===== config.mk =====
export PLATFORM = sky130hd
export DESIGN_NAME = scd_dir_top
export DESIGN_NICKNAME = d
export VERILOG_FILES = /design/src/rtl/scd_pkg.sv /design/src/rtl/scd_tag_array.sv /design/src/rtl/scd_fill_seq.sv /design/src/rtl/scd_snoop_ctl.sv /design/src/rtl/scd_dir_top.sv
export SDC_FILE = /design/constraint.sdc
export NUM_CORES = 1
export LEC_CHECK = 0
export BUFFER_PORTS_ARGS = -buffer_cell sky130_fd_sc_hd__buf_2
export CORE_MARGIN = 8
export CORE_UTILIZATION = 63
export CTS_BUF_LIST = sky130_fd_sc_hd__clkbuf_2
export CTS_CLUSTER_SIZE = 12
export DETAILED_ROUTE_END_ITERATION = 7
export GPL_TIMING_DRIVEN = 1
export PLACE_DENSITY_LB_ADDON = 0.25
export SLEW_MARGIN = 25
export SYNTH_ARGS = -nofsm -noshare
export SYNTH_HDL_FRONTEND = slang
export SYNTH_SLANG_ARGS = --single-unit

===== constraint.sdc =====
create_clock -name clk -period 1.5 [get_ports clk]
set_input_delay 0.075 -clock clk [delete_from_list [all_inputs] [get_ports clk]]
set_output_delay 0.075 -clock clk [all_outputs]
set_load 0.05 [all_outputs]

===== src/rtl/scd_pkg.sv =====
package scd_pkg;
  localparam int unsigned LINE_BYTES = 32;
  localparam int unsigned BUS_BYTES  = 8;
  localparam int unsigned FILL_BEATS = LINE_BYTES / BUS_BYTES;
  localparam int unsigned OFS_W      = $clog2(LINE_BYTES);

  typedef enum logic {
    FL_IDLE = 1'b0,
    FL_BUSY = 1'b1
  } fill_st_e;
endpackage


===== src/rtl/scd_tag_array.sv =====
// One copy of the directory: tag store plus valid bits.
// Clear is applied after write, so an invalidation always wins a same-set collision.
module scd_tag_array #(
  parameter int unsigned SETS  = 16,
  parameter int unsigned IDX_W = 4,
  parameter int unsigned TAG_W = 23
) (
  input  logic             clk,
  input  logic             rst_n,
  input  logic [IDX_W-1:0] rd_idx,
  output logic             rd_vld,
  output logic [TAG_W-1:0] rd_tag,
  input  logic             wr_en,
  input  logic [IDX_W-1:0] wr_idx,
  input  logic [TAG_W-1:0] wr_tag,
  input  logic             wr_vld,
  input  logic             clr_en,
  input  logic [IDX_W-1:0] clr_idx
);
  logic [SETS-1:0]  vld_q, vld_d;
  logic [TAG_W-1:0] tag_q [SETS];

  always_comb begin
    vld_d = vld_q;
    if (wr_en)  vld_d[wr_idx]  = wr_vld;
    if (clr_en) vld_d[clr_idx] = 1'b0;
  end

  always_ff @(posedge clk or negedge rst_n) begin
    if (!rst_n) vld_q <= '0;
    else        vld_q <= vld_d;
  end

  always_ff @(posedge clk) begin
    if (wr_en) tag_q[wr_idx] <= wr_tag;
  end

  assign rd_vld = vld_q[rd_idx];
  assign rd_tag = tag_q[rd_idx];
endmodule


===== src/rtl/scd_fill_seq.sv =====
// Counts fill beats. It remembers whether a foreign store hit the line in flight.
module scd_fill_seq
  import scd_pkg::*;
#(
  parameter int unsigned LINE_W = 27
) (
  input  logic              clk,
  input  logic              rst_n,
  input  logic              start,
  input  logic [LINE_W-1:0] start_line,
  input  logic              beat,
  input  logic              snp_valid,
  input  logic [LINE_W-1:0] snp_line,
  output logic              busy,
  output logic              wr_en,
  output logic [LINE_W-1:0] wr_line,
  output logic              wr_vld,
  output logic              done
);
  localparam int unsigned CNT_W = (FILL_BEATS > 1) ? $clog2(FILL_BEATS) : 1;
  localparam logic [CNT_W-1:0] LAST_BEAT = CNT_W'(FILL_BEATS - 1);

  fill_st_e          st_q, st_d;
  logic [CNT_W-1:0]  cnt_q, cnt_d;
  logic [LINE_W-1:0] line_q, line_d;
  logic              line_en;
  logic              poison_q, poison_d;
  logic              done_q, done_d;
  logic              snp_match;

  always_comb begin
    st_d      = st_q;
    cnt_d     = cnt_q;
    line_d    = line_q;
    line_en   = 1'b0;
    poison_d  = poison_q;
    done_d    = 1'b0;
    wr_en     = 1'b0;
    wr_vld    = 1'b0;
    wr_line   = line_q;
    snp_match = snp_valid && (snp_line == line_q);
    case (st_q)
      FL_IDLE: begin
        if (start) begin
          st_d     = FL_BUSY;
          cnt_d    = '0;
          line_d   = start_line;
          line_en  = 1'b1;
          poison_d = 1'b0;
          wr_en    = 1'b1;
          wr_line  = start_line;
        end
      end
      FL_BUSY: begin
        poison_d = poison_q | snp_match;
        if (beat) begin
          if (cnt_q == LAST_BEAT) begin
            wr_en  = 1'b1;
            wr_vld = !(poison_q | snp_match);
            st_d   = FL_IDLE;
            done_d = 1'b1;
          end else begin
            cnt_d = cnt_q + 1'b1;
          end
        end
      end
      default: st_d = FL_IDLE;
    endcase
  end

  always_ff @(posedge clk or negedge rst_n) begin
    if (!rst_n) begin
      st_q     <= FL_IDLE;
      cnt_q    <= '0;
      poison_q <= 1'b0;
      done_q   <= 1'b0;
    end else begin
      st_q     <= st_d;
      cnt_q    <= cnt_d;
      poison_q <= poison_d;
      done_q   <= done_d;
    end
  end

  always_ff @(posedge clk) begin
    if (line_en) line_q <= line_d;
  end

  assign busy = (st_q == FL_BUSY);
  assign done = done_q;
endmodule


===== src/rtl/scd_snoop_ctl.sv =====
// Compares foreign stores against the snoop copy and schedules a one-cycle invalidation.
module scd_snoop_ctl #(
  parameter int unsigned IDX_W = 4,
  parameter int unsigned TAG_W = 23
) (
  input  logic             clk,
  input  logic             rst_n,
  input  logic             snp_valid,
  input  logic [IDX_W-1:0] snp_idx,
  input  logic [TAG_W-1:0] snp_tag,
  input  logic             dir_vld,
  input  logic [TAG_W-1:0] dir_tag,
  output logic             inv_valid,
  output logic [IDX_W-1:0] inv_idx
);
  logic             inv_q, inv_d;
  logic [IDX_W-1:0] idx_q;
  logic             idx_en;
  logic             hit_now;

  always_comb begin
    // A set already being invalidated this cycle needs no second steal.
    hit_now = snp_valid && dir_vld && (dir_tag == snp_tag)
              && !(inv_q && (idx_q == snp_idx));
    inv_d   = hit_now;
    idx_en  = hit_now;
  end

  always_ff @(posedge clk or negedge rst_n) begin
    if (!rst_n) inv_q <= 1'b0;
    else        inv_q <= inv_d;
  end

  always_ff @(posedge clk) begin
    if (idx_en) idx_q <= snp_idx;
  end

  assign inv_valid = inv_q;
  assign inv_idx   = idx_q;
endmodule


===== src/rtl/scd_dir_top.sv =====
module scd_dir_top
  import scd_pkg::*;
#(
  parameter int unsigned ADDR_W = 32,
  parameter int unsigned SETS   = 16
) (
  input  logic                    clk,
  input  logic                    rst_n,
  input  logic                    lk_valid,
  input  logic                    lk_store,
  input  logic [ADDR_W-1:0]       lk_addr,
  output logic                    lk_ready,
  output logic                    rsp_valid,
  output logic                    rsp_hit,
  output logic                    rsp_store,
  output logic                    bus_st_valid,
  output logic [ADDR_W-1:0]       bus_st_addr,
  input  logic                    fill_start,
  input  logic [ADDR_W-OFS_W-1:0] fill_line,
  input  logic                    fill_beat,
  output logic                    fill_busy,
  output logic                    fill_done,
  input  logic                    snp_valid,
  input  logic [ADDR_W-OFS_W-1:0] snp_line,
  output logic                    steal
);
  localparam int unsigned IDX_W  = $clog2(SETS);
  localparam int unsigned LINE_W = ADDR_W - OFS_W;
  localparam int unsigned TAG_W  = LINE_W - IDX_W;
  localparam int unsigned COPIES = 2;

  // Reset: asserts asynchronously, releases on the clock.
  logic rst_meta, rst_q_n;
  always_ff @(posedge clk or negedge rst_n) begin
    if (!rst_n) begin
      rst_meta <= 1'b0;
      rst_q_n  <= 1'b0;
    end else begin
      rst_meta <= 1'b1;
      rst_q_n  <= rst_meta;
    end
  end

  logic [IDX_W-1:0] lk_idx, snp_idx, fw_idx, inv_idx;
  logic [TAG_W-1:0] lk_tag, snp_tag, fw_tag;
  logic [LINE_W-1:0] fw_line;
  logic fw_en, fw_vld, inv_v;

  assign lk_idx  = lk_addr[OFS_W +: IDX_W];
  assign lk_tag  = lk_addr[ADDR_W-1 -: TAG_W];
  assign snp_idx = snp_line[IDX_W-1:0];
  assign snp_tag = snp_line[LINE_W-1 -: TAG_W];
  assign fw_idx  = fw_line[IDX_W-1:0];
  assign fw_tag  = fw_line[LINE_W-1 -: TAG_W];

  // Copy 0 serves local lookups, copy 1 serves bus snoops.
  logic [IDX_W-1:0] cp_ridx [COPIES];
  logic             cp_vld  [COPIES];
  logic [TAG_W-1:0] cp_tag  [COPIES];
  assign cp_ridx[0] = lk_idx;
  assign cp_ridx[1] = snp_idx;

  for (genvar g = 0; g < COPIES; g++) begin : g_copy
    scd_tag_array #(.SETS(SETS), .IDX_W(IDX_W), .TAG_W(TAG_W)) u_arr (
      .clk     (clk),
      .rst_n   (rst_q_n),
      .rd_idx  (cp_ridx[g]),
      .rd_vld  (cp_vld[g]),
      .rd_tag  (cp_tag[g]),
      .wr_en   (fw_en),
      .wr_idx  (fw_idx),
      .wr_tag  (fw_tag),
      .wr_vld  (fw_vld),
      .clr_en  (inv_v),
      .clr_idx (inv_idx)
    );
  end

  scd_fill_seq #(.LINE_W(LINE_W)) u_fill (
    .clk        (clk),
    .rst_n      (rst_q_n),
    .start      (fill_start),
    .start_line (fill_line),
    .beat       (fill_beat),
    .snp_valid  (snp_valid),
    .snp_line   (snp_line),
    .busy       (fill_busy),
    .wr_en      (fw_en),
    .wr_line    (fw_line),
    .wr_vld     (fw_vld),
    .done       (fill_done)
  );

  scd_snoop_ctl #(.IDX_W(IDX_W), .TAG_W(TAG_W)) u_snoop (
    .clk       (clk),
    .rst_n     (rst_q_n),
    .snp_valid (snp_valid),
    .snp_idx   (snp_idx),
    .snp_tag   (snp_tag),
    .dir_vld   (cp_vld[1]),
    .dir_tag   (cp_tag[1]),
    .inv_valid (inv_v),
    .inv_idx   (inv_idx)
  );

  assign steal    = inv_v;
  assign lk_ready = !inv_v;

  // Local lookup stage
  logic accept;
  logic rsp_v_q, rsp_v_d, rsp_h_q, rsp_h_d, rsp_s_q, rsp_s_d;
  logic bst_v_q, bst_v_d, bst_en;
  logic [ADDR_W-1:0] bst_a_q;

  always_comb begin
    accept  = lk_valid && !inv_v;
    rsp_v_d = accept;
    rsp_h_d = accept && cp_vld[0] && (cp_tag[0] == lk_tag);
    rsp_s_d = accept && lk_store;
    bst_v_d = accept && lk_store;
    bst_en  = accept && lk_store;
  end

  always_ff @(posedge clk or negedge rst_q_n) begin
    if (!rst_q_n) begin
      rsp_v_q <= 1'b0;
      rsp_h_q <= 1'b0;
      rsp_s_q <= 1'b0;
      bst_v_q <= 1'b0;
    end else begin
      rsp_v_q <= rsp_v_d;
      rsp_h_q <= rsp_h_d;
      rsp_s_q <= rsp_s_d;
      bst_v_q <= bst_v_d;
    end
  end

  always_ff @(posedge clk) begin
    if (bst_en) bst_a_q <= lk_addr;
  end

  assign rsp_valid    = rsp_v_q;
  assign rsp_hit      = rsp_h_q;
  assign rsp_store    = rsp_s_q;
  assign bus_st_valid = bst_v_q;
  assign bus_st_addr  = bst_a_q;
endmodule


==> flow_summary_export.csv, run 1 <==
group,metric,value,unit
yosys,ys_ff_latch,474,
run_status,firstError,"[ERROR GRT-0232] Routing congestion too high. Check the congestion heatmap in the GUI.",
yosys,synthCells,1357,
die,die-width,206,um
yosys,asyncSetResetFlopFracSynth,9.07,%
yosys,synth_area_per_cell,16.8,um2
cts,tritoncts_buffer_count,112,
global_routing,global_route.usage.total,71.6,%
placed_design,gp_congestion,1.04,
yosys,yosys.cell_types.count,68,
cts,cts_max_path_buffers,3,
global_routing,grt-ovfl-total,172,
yosys,commonest_cells_in_the_synthesized_netlist,"edfxtp_1 (431), mux4_2 (188), nand2_1 (94), mux2i_1 (80), nor2_1 (52)",
yosys,yosys.area.top_type,"edfxtp_1",
yosys,ys_seq_area_share,61.5,%
sta,worst-ep-kind,"register data pin",
die,die_height,206,um
placed_design,placement.io_buffers,132,
cts,clock-sinks,474,
cts,cts.htree.levels,3,
yosys,mappedNetlistArea,0.0228,mm2
die,effective_utilization_at_floorplan,64.1,%
sta,grt-worst-endpoint,"rsp_hit$_DFF_PN0_/D",
yosys,syn_nets,1451,
cts,clockRootBuffer,"clkbuf_2",
die,rows,69,
global_routing,grt_max_degree,27,
yosys,synthDominantCellAreaShare,56.8,%
yosys,post-synth-top-count-cell,"edfxtp_1",
run_status,status,"aborted with a tool error",
placed_design,hpwlAfterDp,54.6,mm
yosys,ys.warnings.count,0,
yosys,synth_enable_flop_cells,431,
run_status,last-stage-reached,"5_1_grt",
yosys,post_synth_main_area_contributors,"edfxtp_1 (57%), mux4_2 (19%), dfrtp_1 (4.7%), mux2i_1 (3.5%), xnor2_1 (1.7%)",
yosys,synth_ff_type,"edfxtp_1",
die,floorplan.io_pins,133,
timing repair:
action                                 in CTS
buffers inserted                           91
gates resized for setup                   263
pin swaps                                  53
setup endpoints to repair                 824
endpoints found under the hold margin     674
hold buffers                              152
cloned                                     72
per-stage QoR:
stage               TNS, ns  instance area, um2  cells  setup slack, ns
floorplan           -390.85               23400   1357           -0.937
global placement    -337.32               27800   2259            -1.90
detailed placement  -353.57               27800   2259            -1.90
CTS                 -398.66               33500   2766            -1.54
per-layer routing:
layer  GRT overflow  track usage (%)
met5              1             33.5
met4             71             68.1
met3              2             60.5
met2             95             87.4
met1              3             69.7
logic make-up after synthesis:
family | Yosys count | share of synthesized area [%]
flip-flops | 474 | 61.5
multiplexers | 301 | 23.7
AND/OR/NAND/NOR | 223 | 4.49
AO/OA/AOI/OAI | 161 | 4.91
buffers and inverters | 123 | 2.47
XOR/XNOR | 73 | 2.81
adder cells (fa/ha/maj) | 1 | 0.0549
other | 1 | 0.0165
==> run 2: changes to the inputs <==
--- a/config.mk
+++ b/config.mk
@@ -7,12 +7,10 @@
 export LEC_CHECK = 0
 export BUFFER_PORTS_ARGS = -buffer_cell sky130_fd_sc_hd__buf_2
 export CORE_MARGIN = 8
-export CORE_UTILIZATION = 63
-export CTS_BUF_LIST = sky130_fd_sc_hd__clkbuf_2
-export CTS_CLUSTER_SIZE = 12
+export CORE_UTILIZATION = 40
 export DETAILED_ROUTE_END_ITERATION = 7
 export GPL_TIMING_DRIVEN = 1
-export PLACE_DENSITY_LB_ADDON = 0.25
+export PLACE_DENSITY_LB_ADDON = 0.15
 export SLEW_MARGIN = 25
 export SYNTH_ARGS = -nofsm -noshare
 export SYNTH_HDL_FRONTEND = slang
==> run 2 against run 1 <==
Effect of this change:
- the flow now finishes, with violations (hold timing, setup timing)
- synthesized area is the same
- synthesized cell count is the same
==> flow_summary_export.csv, run 2 <==
group,metric,value,unit
yosys,yosys.cell_types.count,68,
yosys,ys.warnings.count,0,
yosys,synthDominantCellAreaShare,56.8,%
power,total_leakage_power,12.6,nW
yosys,simple_gate_area_share_of_the_yosys_netlist,4.49,%
yosys,mappedNetlistArea,0.0228,mm2
cts,worst_setup_hold_path_clk_slew,0.06,ns
cts,clock-sinks,474,
yosys,synth-compound-area-share,4.91,%
detailed_routing,via_count_normalized_by_instance_count,5.90,
cts,cts.htree.levels,2,
yosys,asyncSetResetFlopFracSynth,9.07,%
detailed_routing,route.detailed.drc,0,
cells_and_area,fin_util,58.8,%
yosys,syn_nets,1451,
power,power_density,1150,mW/mm2
sta,finalWorstPathRequiredPeriod,3.08,ns
sta,layout_worst_path_cycle_share,205,%
yosys,synthCells,1357,
cells_and_area,most_common_cell_after_layout_fill_and_taps_aside,"edfxtp_1",
sta,worst_clock_skew,0.0258,ns
yosys,post_synth_fa_ha_maj_area_fraction,0.0549,%
yosys,yosys-mux-area-fraction,23.7,%
cts,tritoncts_clock_tree,"built",
sta,slew_headroom,41.5,%
yosys,synth_area_per_cell,16.8,um2
sta,post_layout_worst_setup_margin,-1.58,ns
sta,whs,-0.0607,ns
die,effective_utilization_at_floorplan,40.4,%
global_routing,grt_max_degree,33,
sta,rsz0062_at_grt,"true",
sta,max_slew.worst_pin.slew,0.877,ns
placed_design,gp_congestion,0.930,
global_routing,wire_length_of_the_first_global_routing_pass,121,mm
cells_and_area,largest_register_ff_count,368,
global_routing,grt-ovfl-total,0,
cts,clockRootBuffer,"clkbuf_16",
run_status,failed_checks,"hold timing, setup timing",
cells_and_area,finish.net_count,2160,
detailed_routing,drt.antenna.violating_nets,0,
critical_path,cp-start-kind,"register",
detailed_routing,wl_per_cell,31.5,um
detailed_routing,detailedRoute.firstPassIterationCount,7,
run,cap_viol_max_count,0,
cts,ctsHoldBuffers,60,
sta,hold_viol_final,2,
global_routing,number_of_antenna_violations_at_the_first_check_in_global_routing,0,
yosys,ys_ff_latch,474,
critical_path,timing.critical_path.fanout_max,2,
detailed_routing,initialDrtViolationCount,1999,
cts,tritoncts_buffer_count,53,
power,irDropWorstVdd,0.991,mV
sta,fmax,325,MHz
cells_and_area,most-common-layout-cells,"edfxtp_1 (431), buf_4 (368), mux4_2 (188), buf_2 (126), buf_12 (92)",
critical_path,critical_path_class,"reg -> reg",
die,die-area,0.0649,mm2
die,core_area,0.0564,mm2
sta,timing.final.setup_violations,861,
detailed_routing,vias,16876,
die,floorplan.io_pins,133,
yosys,synth_ff_type,"edfxtp_1",
cells_and_area,registers.top_by_ff_count,"g_copy.u_arr.tag_q",
yosys,largest_family_of_logic_cells_by_synthesized_area,"multiplexers",
min_path,hold_path.class,"in -> reg",
placed_design,dp.cells,2566,
yosys,commonest_cells_in_the_synthesized_netlist,"edfxtp_1 (431), mux4_2 (188), nand2_1 (94), mux2i_1 (80), nor2_1 (52)",
yosys,post-synth-top-count-cell,"edfxtp_1",
die,die-width,255,um
power,power.total,38.0,mW
die,die_height,255,um
yosys,yosys.area.top_type,"edfxtp_1",
global_routing,first_global_vias,16909,
run_status,status,"finished with violations",
critical_path,endpoint_kind,"register",
detailed_routing,totalWireLength,90.1,mm
yosys,post_synth_main_area_contributors,"edfxtp_1 (57%), mux4_2 (19%), dfrtp_1 (4.7%), mux2i_1 (3.5%), xnor2_1 (1.7%)",
critical_path,arrival,3.52,ns
placed_design,dp_worst_setup_slack,-2.11,ns
critical_path,worstPathRequired,1.93,ns
yosys,yosys.area_share.xor_xnor,2.81,%
cells_and_area,area_growth_syn_to_layout,45.6,%
placed_design,placement.io_buffers,132,
placed_design,hpwlAfterDp,57.6,mm
cells_and_area,drive_above_1_share,52.4,%
cells_and_area,n_antenna_cell,0,
die,rows,87,
cts,worstSkewPairLatency,0.61,ns
cts,cts_max_path_buffers,3,
yosys,synth_enable_flop_cells,431,
yosys,ys_seq_area_share,61.5,%
global_routing,global_route.usage.total,26.4,%
cells_and_area,post_layout_nonfiller_instances,2862,
sta,slew_viol_final,0,
[run 2: cell counts after synthesis]
No cell type changed its count.
[run 2: path summary, 6_finish.rpt]
kind                                              start                end  slack [ns]  cells past startpoint
hold reg to reg                                 rst_q_n        u_fill.done        0.17                      0
setup / recovery           g_copy[1].u_arr.tag_q[9][12]            rsp_hit       -1.58                      7
hold / removal                             fill_line[3]   u_fill.line_q[3]       -0.06                      4
max in group asynchronous                       rst_q_n  u_snoop.inv_valid        0.82                      1
setup reg to reg           g_copy[1].u_arr.tag_q[9][12]            rsp_hit       -1.58                      7
min in group asynchronous                       rst_q_n        u_fill.done        0.17                      0
[run 2: layout make-up]
class                      instances  area [um2]
multi-input combinational        771        9180
fill                            4331       23200
inverter                          45         229
clock buffer                      60        1370
timing repair buffer             721        7040
sequential                       474       14000
tap                              756         946
clock inverter                    35         379
[run 2: where the power goes]
part	switching (mW)	total (mW)	internal [mW]
Combinational	4.52	8.54	4.03
Clock	5.46	13.4	7.91
Sequential	0.372	16.1	15.7
Total	10.3	38.0	27.6
[run 2: worst max-delay path: stages, from the launching register on]
cell and delay [ns]:
edfxtp_1 0.40, mux4_2 0.50, mux2i_4 0.27, o22ai_1 0.12
a211o_1 0.29, a2111o_1 0.37, or4_4 0.52, a2111oi_4 0.45
[run 2: repair_timing]
item / CTS / global route
hold endpoints to repair: 434 / 2
endpoints found under the setup margin: 845 / 859
setup buffers: 79 / 46
gates cloned: 26 / 19
resized for setup: 160 / 75
pin swaps: 39 / 29
[run 2: per-layer routing]
layer  wire [um]  GRT usage, %  part of all wire [%]
met1       35600          35.1                    39
met2       42400          43.1                    47
met3        8560          5.50                   9.5
met4        3560          9.03                   3.9
met5           0             0                     0
[run 2: per-stage QoR]
step                      setup TNS [ns]  area (um2)  hold slack [ns]
after CTS                        -479.16       32600           -0.107
after detailed placement         -383.93       28200           -0.138
after global routing             -517.35       33200          -0.0639
after floorplan                  -390.85       23400           -0.221
final                            -483.02       33200          -0.0607
after global placement           -361.81       28200           -0.139
[run 2: cells by family (layout without fill, tap and decap cells)]
group                      after synthesis  count (layout)
xor gates and xnor gates                73              73
AOI/OAI and AO/OA                      161             161
buffers and inverters                  123             861
DFF                                    474             474
other                                    1               1
muxes                                  301             311
adders and majority gates                1               1
and+or+nand+nor                        223             224
(Power assumes the default switching activity.)
